## config.mk

```make
export PLATFORM = sky130hd
export DESIGN_NAME = mdio_mgmt_master
export DESIGN_NICKNAME = d
export VERILOG_FILES = /design/src/rtl/mm_pkg.sv /design/src/rtl/mm_clkgen.sv /design/src/rtl/mm_shifter.sv /design/src/rtl/mm_regs.sv /design/src/rtl/mdio_mgmt_master.sv
export SDC_FILE = /design/constraint.sdc
export NUM_CORES = 1
export LEC_CHECK = 0
export ABC_AREA = 1
export BUFFER_PORTS_ARGS = -buffer_cell sky130_fd_sc_hd__buf_2
export CAP_MARGIN = 5
export CORE_ASPECT_RATIO = 1.1
export CORE_MARGIN = 3
export CORE_UTILIZATION = 45
export CTS_CLUSTER_SIZE = 20
export DETAILED_ROUTE_END_ITERATION = 10
export PLACE_DENSITY = 0.74
export SLEW_MARGIN = 10
export SYNTH_ARGS = -nofsm -noshare
export SYNTH_HDL_FRONTEND = slang
export SYNTH_SLANG_ARGS = --single-unit
```

## constraint.sdc

```tcl
create_clock -name clk -period 3.28 [get_ports clk]
set_clock_uncertainty 0.1 [all_clocks]
set_input_delay 0.656 -clock clk [delete_from_list [all_inputs] [get_ports clk]]
set_output_delay 0.656 -clock clk [all_outputs]
set_load 0.02 [all_outputs]
```

## src/rtl/mm_pkg.sv

```systemverilog
package mm_pkg;
  localparam int FRAME_BITS = 64;
  localparam int RELEASE_IDX = 46;
  localparam int TA2_IDX = 47;
  localparam int DATA_IDX = 48;
  localparam int IDX_W = $clog2(FRAME_BITS);

  localparam int W_CMD = 0;
  localparam int W_ADDR = 1;
  localparam int W_WDAT = 2;
  localparam int W_RDAT = 3;
  localparam int W_STAT = 4;
  localparam int START_BIT = 14;

  typedef struct packed {
    logic [1:0] st;
    logic [1:0] op;
    logic [4:0] prt;
    logic [4:0] dev;
  } cmd_t;

  function automatic logic f_is_read(logic [1:0] op);
    return op[1];
  endfunction

  function automatic logic f_data_from_addr(cmd_t c);
    return (c.st == 2'b00) && (c.op == 2'b00);
  endfunction

  function automatic logic [FRAME_BITS-1:0] f_build_frame(cmd_t c, logic [15:0] d);
    return {32'hFFFF_FFFF, c.st, c.op, c.prt, c.dev, 2'b10, d};
  endfunction
endpackage

```

## src/rtl/mm_clkgen.sv

```systemverilog
module mm_clkgen #(
  parameter int unsigned DIV = 50
) (
  input  logic clk,
  input  logic rst_n,
  input  logic run,
  output logic mdc,
  output logic rise_evt,
  output logic fall_evt
);
  localparam int unsigned HALF = DIV / 2;
  localparam int unsigned CW = (HALF > 1) ? $clog2(HALF) : 1;
  localparam logic [CW-1:0] LAST = CW'(HALF - 1);

  logic [CW-1:0] cnt;
  logic wrap;

  assign wrap = run && (cnt == LAST);
  assign rise_evt = wrap && !mdc;
  assign fall_evt = wrap && mdc;

  always_ff @(posedge clk) begin
    if (!rst_n || !run) begin
      cnt <= '0;
      mdc <= 1'b0;
    end else if (wrap) begin
      cnt <= '0;
      mdc <= ~mdc;
    end else begin
      cnt <= cnt + CW'(1);
    end
  end
endmodule

```

## src/rtl/mm_shifter.sv

```systemverilog
module mm_shifter
  import mm_pkg::*;
(
  input  logic                  clk,
  input  logic                  rst_n,
  input  logic                  launch,
  input  logic [FRAME_BITS-1:0] frame_in,
  input  logic                  is_read_in,
  input  logic                  rise_evt,
  input  logic                  fall_evt,
  input  logic                  mdio_i,
  output logic                  busy,
  output logic                  mdio_o,
  output logic                  mdio_oe,
  output logic                  done,
  output logic [15:0]           rd_word,
  output logic                  ta_bad
);
  localparam logic [IDX_W-1:0] LAST_IDX = IDX_W'(FRAME_BITS - 1);

  logic [IDX_W-1:0]      idx;
  logic [FRAME_BITS-1:0] frm;
  logic                  rd_q;
  logic                  sample_ta;
  logic                  sample_dat;

  assign done = fall_evt && (idx == LAST_IDX);
  assign mdio_o = frm[FRAME_BITS-1];
  assign mdio_oe = busy && (!rd_q || (idx < IDX_W'(RELEASE_IDX)));
  assign sample_ta = rise_evt && rd_q && (idx == IDX_W'(TA2_IDX));
  assign sample_dat = rise_evt && rd_q && (idx >= IDX_W'(DATA_IDX));

  always_ff @(posedge clk) begin
    if (!rst_n) begin
      busy <= 1'b0;
      idx <= '0;
      frm <= '0;
      rd_q <= 1'b0;
      rd_word <= '0;
      ta_bad <= 1'b0;
    end else if (launch) begin
      busy <= 1'b1;
      idx <= '0;
      frm <= frame_in;
      rd_q <= is_read_in;
      rd_word <= '0;
      ta_bad <= 1'b0;
    end else if (busy) begin
      if (fall_evt) begin
        frm <= frm << 1;
        if (idx == LAST_IDX) busy <= 1'b0;
        else idx <= idx + IDX_W'(1);
      end
      if (sample_ta) ta_bad <= mdio_i;
      if (sample_dat) rd_word <= {rd_word[14:0], mdio_i};
    end
  end
endmodule

```

## src/rtl/mm_regs.sv

```systemverilog
module mm_regs
  import mm_pkg::*;
#(
  parameter int ADDR_W = 5
) (
  input  logic                  clk,
  input  logic                  rst_n,
  input  logic [ADDR_W-1:0]     bus_addr,
  input  logic                  bus_we,
  input  logic [31:0]           bus_wdata,
  output logic [31:0]           bus_rdata,
  input  logic                  busy,
  input  logic                  done,
  input  logic [15:0]           rd_word,
  input  logic                  ta_bad,
  output logic                  launch,
  output logic [FRAME_BITS-1:0] frame,
  output logic                  is_read
);
  localparam int WW = ADDR_W - 2;

  cmd_t        cmd_q;
  cmd_t        cmd_new;
  logic [15:0] addr_q;
  logic [15:0] wdat_q;
  logic [15:0] rdat_q;
  logic        fail_q;
  logic [WW-1:0] word;
  logic        cmd_wr;
  logic        unused_bits;

  assign word = bus_addr[ADDR_W-1:2];
  assign unused_bits = ^{bus_addr[1:0], bus_wdata[31:15]};
  assign cmd_new = cmd_t'(bus_wdata[13:0]);
  assign cmd_wr = bus_we && (word == WW'(W_CMD)) && !busy;
  assign launch = cmd_wr && bus_wdata[START_BIT];
  assign is_read = f_is_read(cmd_new.op);
  assign frame = f_build_frame(cmd_new, f_data_from_addr(cmd_new) ? addr_q : wdat_q);

  always_ff @(posedge clk) begin
    if (!rst_n) begin
      cmd_q <= '0;
      addr_q <= '0;
      wdat_q <= '0;
      rdat_q <= '0;
      fail_q <= 1'b0;
    end else begin
      if (cmd_wr) cmd_q <= cmd_new;
      if (bus_we && (word == WW'(W_ADDR))) addr_q <= bus_wdata[15:0];
      if (bus_we && (word == WW'(W_WDAT))) wdat_q <= bus_wdata[15:0];
      if (launch && is_read) fail_q <= 1'b0;
      if (done && f_is_read(cmd_q.op)) begin
        rdat_q <= rd_word;
        fail_q <= ta_bad;
      end
    end
  end

  always_comb begin
    bus_rdata = '0;
    case (word)
      WW'(W_CMD):  bus_rdata = {17'd0, busy, cmd_q};
      WW'(W_ADDR): bus_rdata = {16'd0, addr_q};
      WW'(W_WDAT): bus_rdata = {16'd0, wdat_q};
      WW'(W_RDAT): bus_rdata = {16'd0, rdat_q};
      WW'(W_STAT): bus_rdata = {31'd0, fail_q};
      default:     bus_rdata = '0;
    endcase
  end
endmodule

```

## src/rtl/mdio_mgmt_master.sv

```systemverilog
module mdio_mgmt_master
  import mm_pkg::*;
#(
  parameter int unsigned DIV = 50,
  parameter int ADDR_W = 5
) (
  input  logic              clk,
  input  logic              rst_n,
  input  logic [ADDR_W-1:0] bus_addr,
  input  logic              bus_we,
  input  logic [31:0]       bus_wdata,
  output logic [31:0]       bus_rdata,
  output logic              mdc,
  input  logic              mdio_i,
  output logic              mdio_o,
  output logic              mdio_oe
);
  logic                  busy_w;
  logic                  launch_w;
  logic                  rise_w;
  logic                  fall_w;
  logic                  done_w;
  logic                  is_read_w;
  logic                  ta_bad_w;
  logic [15:0]           rd_word_w;
  logic [FRAME_BITS-1:0] frame_w;

  mm_regs #(.ADDR_W(ADDR_W)) u_regs (
    .clk(clk), .rst_n(rst_n), .bus_addr(bus_addr), .bus_we(bus_we),
    .bus_wdata(bus_wdata), .bus_rdata(bus_rdata), .busy(busy_w),
    .done(done_w), .rd_word(rd_word_w), .ta_bad(ta_bad_w),
    .launch(launch_w), .frame(frame_w), .is_read(is_read_w)
  );

  mm_clkgen #(.DIV(DIV)) u_clk (
    .clk(clk), .rst_n(rst_n), .run(busy_w), .mdc(mdc),
    .rise_evt(rise_w), .fall_evt(fall_w)
  );

  mm_shifter u_shf (
    .clk(clk), .rst_n(rst_n), .launch(launch_w), .frame_in(frame_w),
    .is_read_in(is_read_w), .rise_evt(rise_w), .fall_evt(fall_w),
    .mdio_i(mdio_i), .busy(busy_w), .mdio_o(mdio_o), .mdio_oe(mdio_oe),
    .done(done_w), .rd_word(rd_word_w), .ta_bad(ta_bad_w)
  );
endmodule

```

* Word level (Yosys, flattened, before mapping) *
Cells that the tools add are included.

cells by class
  $add $sub $neg = 2
  equal/unequal tests = 7
  multiplexer cells = 11
  magnitude comparators = 2
  bitwise operators = 3
  reduce and logical (&&, ||, !) cells = 35

operator list
  operator               number
  $mux W64               3
  $pmux W16 S5           1
  $logic_and A1 B1 Y1    16
  $mux W16               1
  $eq A6 B6 Y1 const B   2
  $reduce_and A2 Y1      4
  $add A6 B1 Y6 const B  1
  $eq A3 B2 Y1 const B   2
  $ge A6 B6 Y1 const B   1
  $lt A6 B6 Y1 const B   1
  $mux W1                6
  $reduce_bool A2 Y1     3
  $add A5 B1 Y5 const B  1
  $eq A5 B5 Y1 const B   1
  $logic_not A1 Y1       4
  $logic_not A2 Y1       2
  $reduce_or A2 Y1       2
  $eq A3 B1 Y1 const B   1
  $eq A3 B3 Y1 const B   1
  $logic_not A3 Y1       1
  $not A1 Y1             3
  $reduce_and A3 Y1      1
  $logic_or A1 B1 Y1     2

storage, ports and cells
  output and inout port bits = 35
  logic and storage cells = 77
  bits of input ports = 41
  register bits = 158

* Longest topological paths before layout *
  depth after elaboration = 7
  mapped depth = 11
  mapped depth without buffers = 10

* Hierarchy *
A second synthesis with hierarchy kept.

second synthesis, totals
  cell total of the unflattened synthesis = 1002
  area total of the unflattened synthesis = 7239.4 um^2

by module, submodules not included
  module      instances  area an instance (um^2)  cells an instance  seq. area each (um^2)
  mm_shifter  1          3676.0                   498                1781.7
  mm_regs     1          3263.1                   464                1261.2
  mm_clkgen   1          300.3                    40                 120.1

* Least setup slack after synthesis *
Ideal clock, no wire load.

  path type = input -> output
  start point = input port bus_addr[3]
  end point = output port bus_rdata[14]
  path buffers = 1
  data arrival time = 1537 ps
  setup slack = 987 ps
  stages = 4
  required time = 2524 ps
  cells stage by stage = nor3_4 -> clkbuf_1 -> nand2_1 -> o2111ai_1

on the way
  cells in the longest elaborated chain, start to end = 2
  elaborated cells on any way between the ends = 6
  classes of those cells = 4 x eq/ne; 1 x mux; 1 x reduce/logical

RTL lines
  element                               RTL line                source
  start: declaration                    mdio_mgmt_master.sv:9   input logic [ADDR_W-1:0] bus_addr,
  $eq A3 B3 Y1 (tied with other cells)  mm_regs.sv:61           case (word)
  $pmux W16 S5 (*)                      mm_regs.sv:61
  end: declaration                      mdio_mgmt_master.sv:12  output logic [31:0] bus_rdata,

Mark *: on every way between the ends. The rest lies on a longest branch, timed or not.

* Worst setup path after layout *
  start point = input port bus_addr[3]
  end point = output port bus_rdata[0]

The elaborated chain is that of the path after synthesis.

==> metrics <==
CTS Buf Count 17; CTS Sinks 158; max-capacitance violation count 0; pwr/cell area 525 mW/mm^2; initial antenna violation count 0; Post-Layout Cell Count 1302; Critical Path Slowest Stage Cell inv_1; setup TNS 0 ns; Worst-path clk slew 0.06 ns; # setup viols final 0; Worst-Skew Late Latency 0.43 ns; port bufs 41; post_cts resized 0; Cell Area, Synth 0.00728 mm^2; largest net degree at the start of global routing 82; # DRC 0; placed insts 1270; total die area 0.0177 mm^2; crit-path cells buf_2 -> nor2_2 -> nand2_2 -> inv_1 -> nand2_1 -> nand2_1 -> a21oi_1 -> nand3_1 -> buf_2; GRT Total Usage 20.0%; grt total ovfl 0; CTS tree built; R2R Path End u_shf.frm[4]; CP Launch Type input pin; post-CTS repair timing setup buffer count 0; Via density 5.12; worst-case reg-to-reg path depth 10; Worst Setup SP bus_addr[3]; nets@finish 1133; Hold Path Depth 2; delay-heaviest family, CP simple AND/OR/NAND/NOR gates; Tcrit/Tclk final 84.2%; count of final hold-check violations 0; worst hold path class flip-flop to flip-flop; Worst path max stage delay 0.28 ns; Final ANT Viol Nets 0; global-route wire length before repair 29.1 mm; DRT Wirelength 17.4 mm; Die X-Extent 127 um; Hold Crit Start u_regs.cmd_q[3]; mean post-synth cell area 6.80 um^2; status finished, final reports clean; FF-to-FF Start u_clk.cnt[0]; CP max FO 10; Leakage 3.58 nW; min cycle time layout 2.76 ns; WP data arrival 2.00 ns; register area share after synthesis 43.5%; ANT cells 0; pin slew with the least headroom to its limit 0.732 ns; I/O pins 76; Die Y 139 um; total vias in the final route 6671; unrepaired setup endpoints after global routing false; Fill cells 1534; total number of yosys warnings 0; GPL Wtd Cong 0.874; DP HPWL 11.6 mm; Worst Path Required 2.52 ns; Initial Util 46.1%; crit path buf inv count 3; CTS Buffer Depth 2; CP endpoint kind output pin; Max-slew headroom 51.2%; most frequent cells in the layout 257 x nand2_1, 171 x nor2_1, 158 x dfxtp_1; most common cell after layout, fill and taps aside nand2_1; critical path class input pin to output pin; Yosys cell types 30; setup slack, reg-to-reg 1.16 ns; core area 0.0158 mm^2; DR pass1 iterations 5; CTS Root Cell clkbuf_16; H-tree levels 4; FP Rows 48; number of DRC markers in iteration 0 477; FF+latch count, synth 158; Area growth syn-to-layout 11.6%; peak supply drop 0.000309 V; Syn Inst Count 1071; Final Slew Violations 0; hold endpoint u_regs.cmd_q[3]; Fmax 362 MHz; fraction of layout cells with a size suffix above 1 10.6%; number of global-route vias before repair 5938; Hold Buf Count CTS 0; WL/cell 13.4 um
## power breakdown
group	total (mW)	switching, mW	leakage (nW)	internal (mW)
clock network	2.07	0.795	0.296	1.27
registers	1.97	0.0195	1.28	1.95
logic	0.228	0.165	2.01	0.0631
total	4.27	0.979	3.58	3.29
## cell usage after synthesis
| library cell | n | area (um^2) |
|---|---|---|
| o22ai_1 | 1 | 6.26 |
| inv_2 | 8 | 30.0 |
| buf_2 | 19 | 95.1 |
| nand2_2 | 8 | 50.1 |
| clkinv_1 | 1 | 3.75 |
| o21ai_0 | 60 | 300 |
| nand4_1 | 8 | 50.1 |
| nand2_1 | 257 | 965 |
| nand3_4 | 1 | 17.5 |
| ha_1 | 3 | 37.5 |
| nor3_1 | 2 | 10.0 |
| nor2_4 | 4 | 45.0 |
| nor3_4 | 3 | 48.8 |
| xor2_1 | 3 | 26.3 |
| nand3_1 | 102 | 510 |
| conb_1 | 1 | 3.75 |
| inv_1 | 105 | 394 |
| nand4_2 | 1 | 12.5 |
| a21oi_1 | 35 | 175 |
| o2111ai_1 | 8 | 70.1 |
| nor2_1 | 171 | 642 |
| buf_1 | 2 | 7.51 |
| clkbuf_1 | 24 | 90.1 |
| o21ai_1 | 54 | 270 |
| nor2_2 | 2 | 12.5 |
| or2_2 | 1 | 6.26 |
| nand3_2 | 1 | 10.0 |
| dfxtp_1 | 158 | 3160 |
| buf_4 | 24 | 180 |
| buf_6 | 4 | 45.0 |
## worst min-delay path: cells and delay by family, from the launching register on
kind	cells	cell delay, ns
compound gates	1	0.05
buf+inv	1	0.06
flops	1	0.30
## sequential cells by signal, indices dropped and copies added (netlist names)
name,count
u_shf.busy,1
u_regs.wdat_q,16
u_regs.addr_q,16
u_shf.ta_bad,1
u_shf.idx,6
u_regs.cmd_q,14
u_regs.rdat_q,16
u_clk.cnt,5
u_shf.frm,64
u_shf.rd_q,1
u_regs.fail_q,1
u_clk.mdc,1
u_shf.rd_word,16
## per-layer routing
| metal | part of all wire [%] | track usage [%] | up-vias |
|---|---|---|---|
| met4 | 3.4 | 8.53 | 0 |
| met2 | 47 | 32.1 | 194 |
| met3 | 5.4 | 4.41 | 41 |
| met5 | 0 | 0 | - |
| met1 | 45 | 26.0 | 3050 |
| li1 | - | - | 3386 |
## per-stage QoR
step	hold WS (ns)	power [mW]	util (%)	area, um^2	worst slack (ns)
6_report	0.357	4.27	51.4	8120	0.520
5_1_grt	0.381	4.41	51.4	8120	0.376
4_1_cts	0.356	4.30	51.4	8120	0.541
3_5_place_dp	0.348	2.24	47.5	7500	0.553
3_3_place_gp	0.344	2.23	47.5	7500	0.565
2_1_floorplan	0.330	2.17	-	7330	0.987
## cell type report
| type | count | area (um^2) | share of cell area (%) |
|---|---|---|---|
| Multi-Input combinational cell | 741 | 3330 | 40.9 |
| Sequential cell | 158 | 3160 | 38.9 |
| Clock buffer | 18 | 429 | 5.28 |
| Inverter | 114 | 428 | 5.27 |
| Timing Repair Buffer | 57 | 338 | 4.16 |
| Tap cell | 200 | 250 | 3.08 |
| Clock inverter | 14 | 189 | 2.33 |
## worst max path at each step
stage	endpoint	slack, ns	depth (start not counted)
5_1_grt	bus_rdata[0]	0.38	9
3_5_place_dp	bus_rdata[0]	0.55	9
4_1_cts	bus_rdata[0]	0.54	9
3_3_place_gp	bus_rdata[0]	0.56	9
6_report	bus_rdata[0]	0.52	9
2_1_floorplan	bus_rdata[14]	0.99	4
## logic make-up (layout without fill, tap and decap cells)
group                      Yosys count  in the layout  synth area share (%)
adders and majority gates            3              3                 0.516
and+or+nand+nor                    561            561                  32.7
buffers and inverters              187            203                  11.6
other                                1             16                0.0515
AOI/OAI and AO/OA                  158            158                  11.3
DFF                                158            158                  43.5
xor gates and xnor gates             3              3                 0.361
Note: power is estimated with default switching activity, not from simulation.
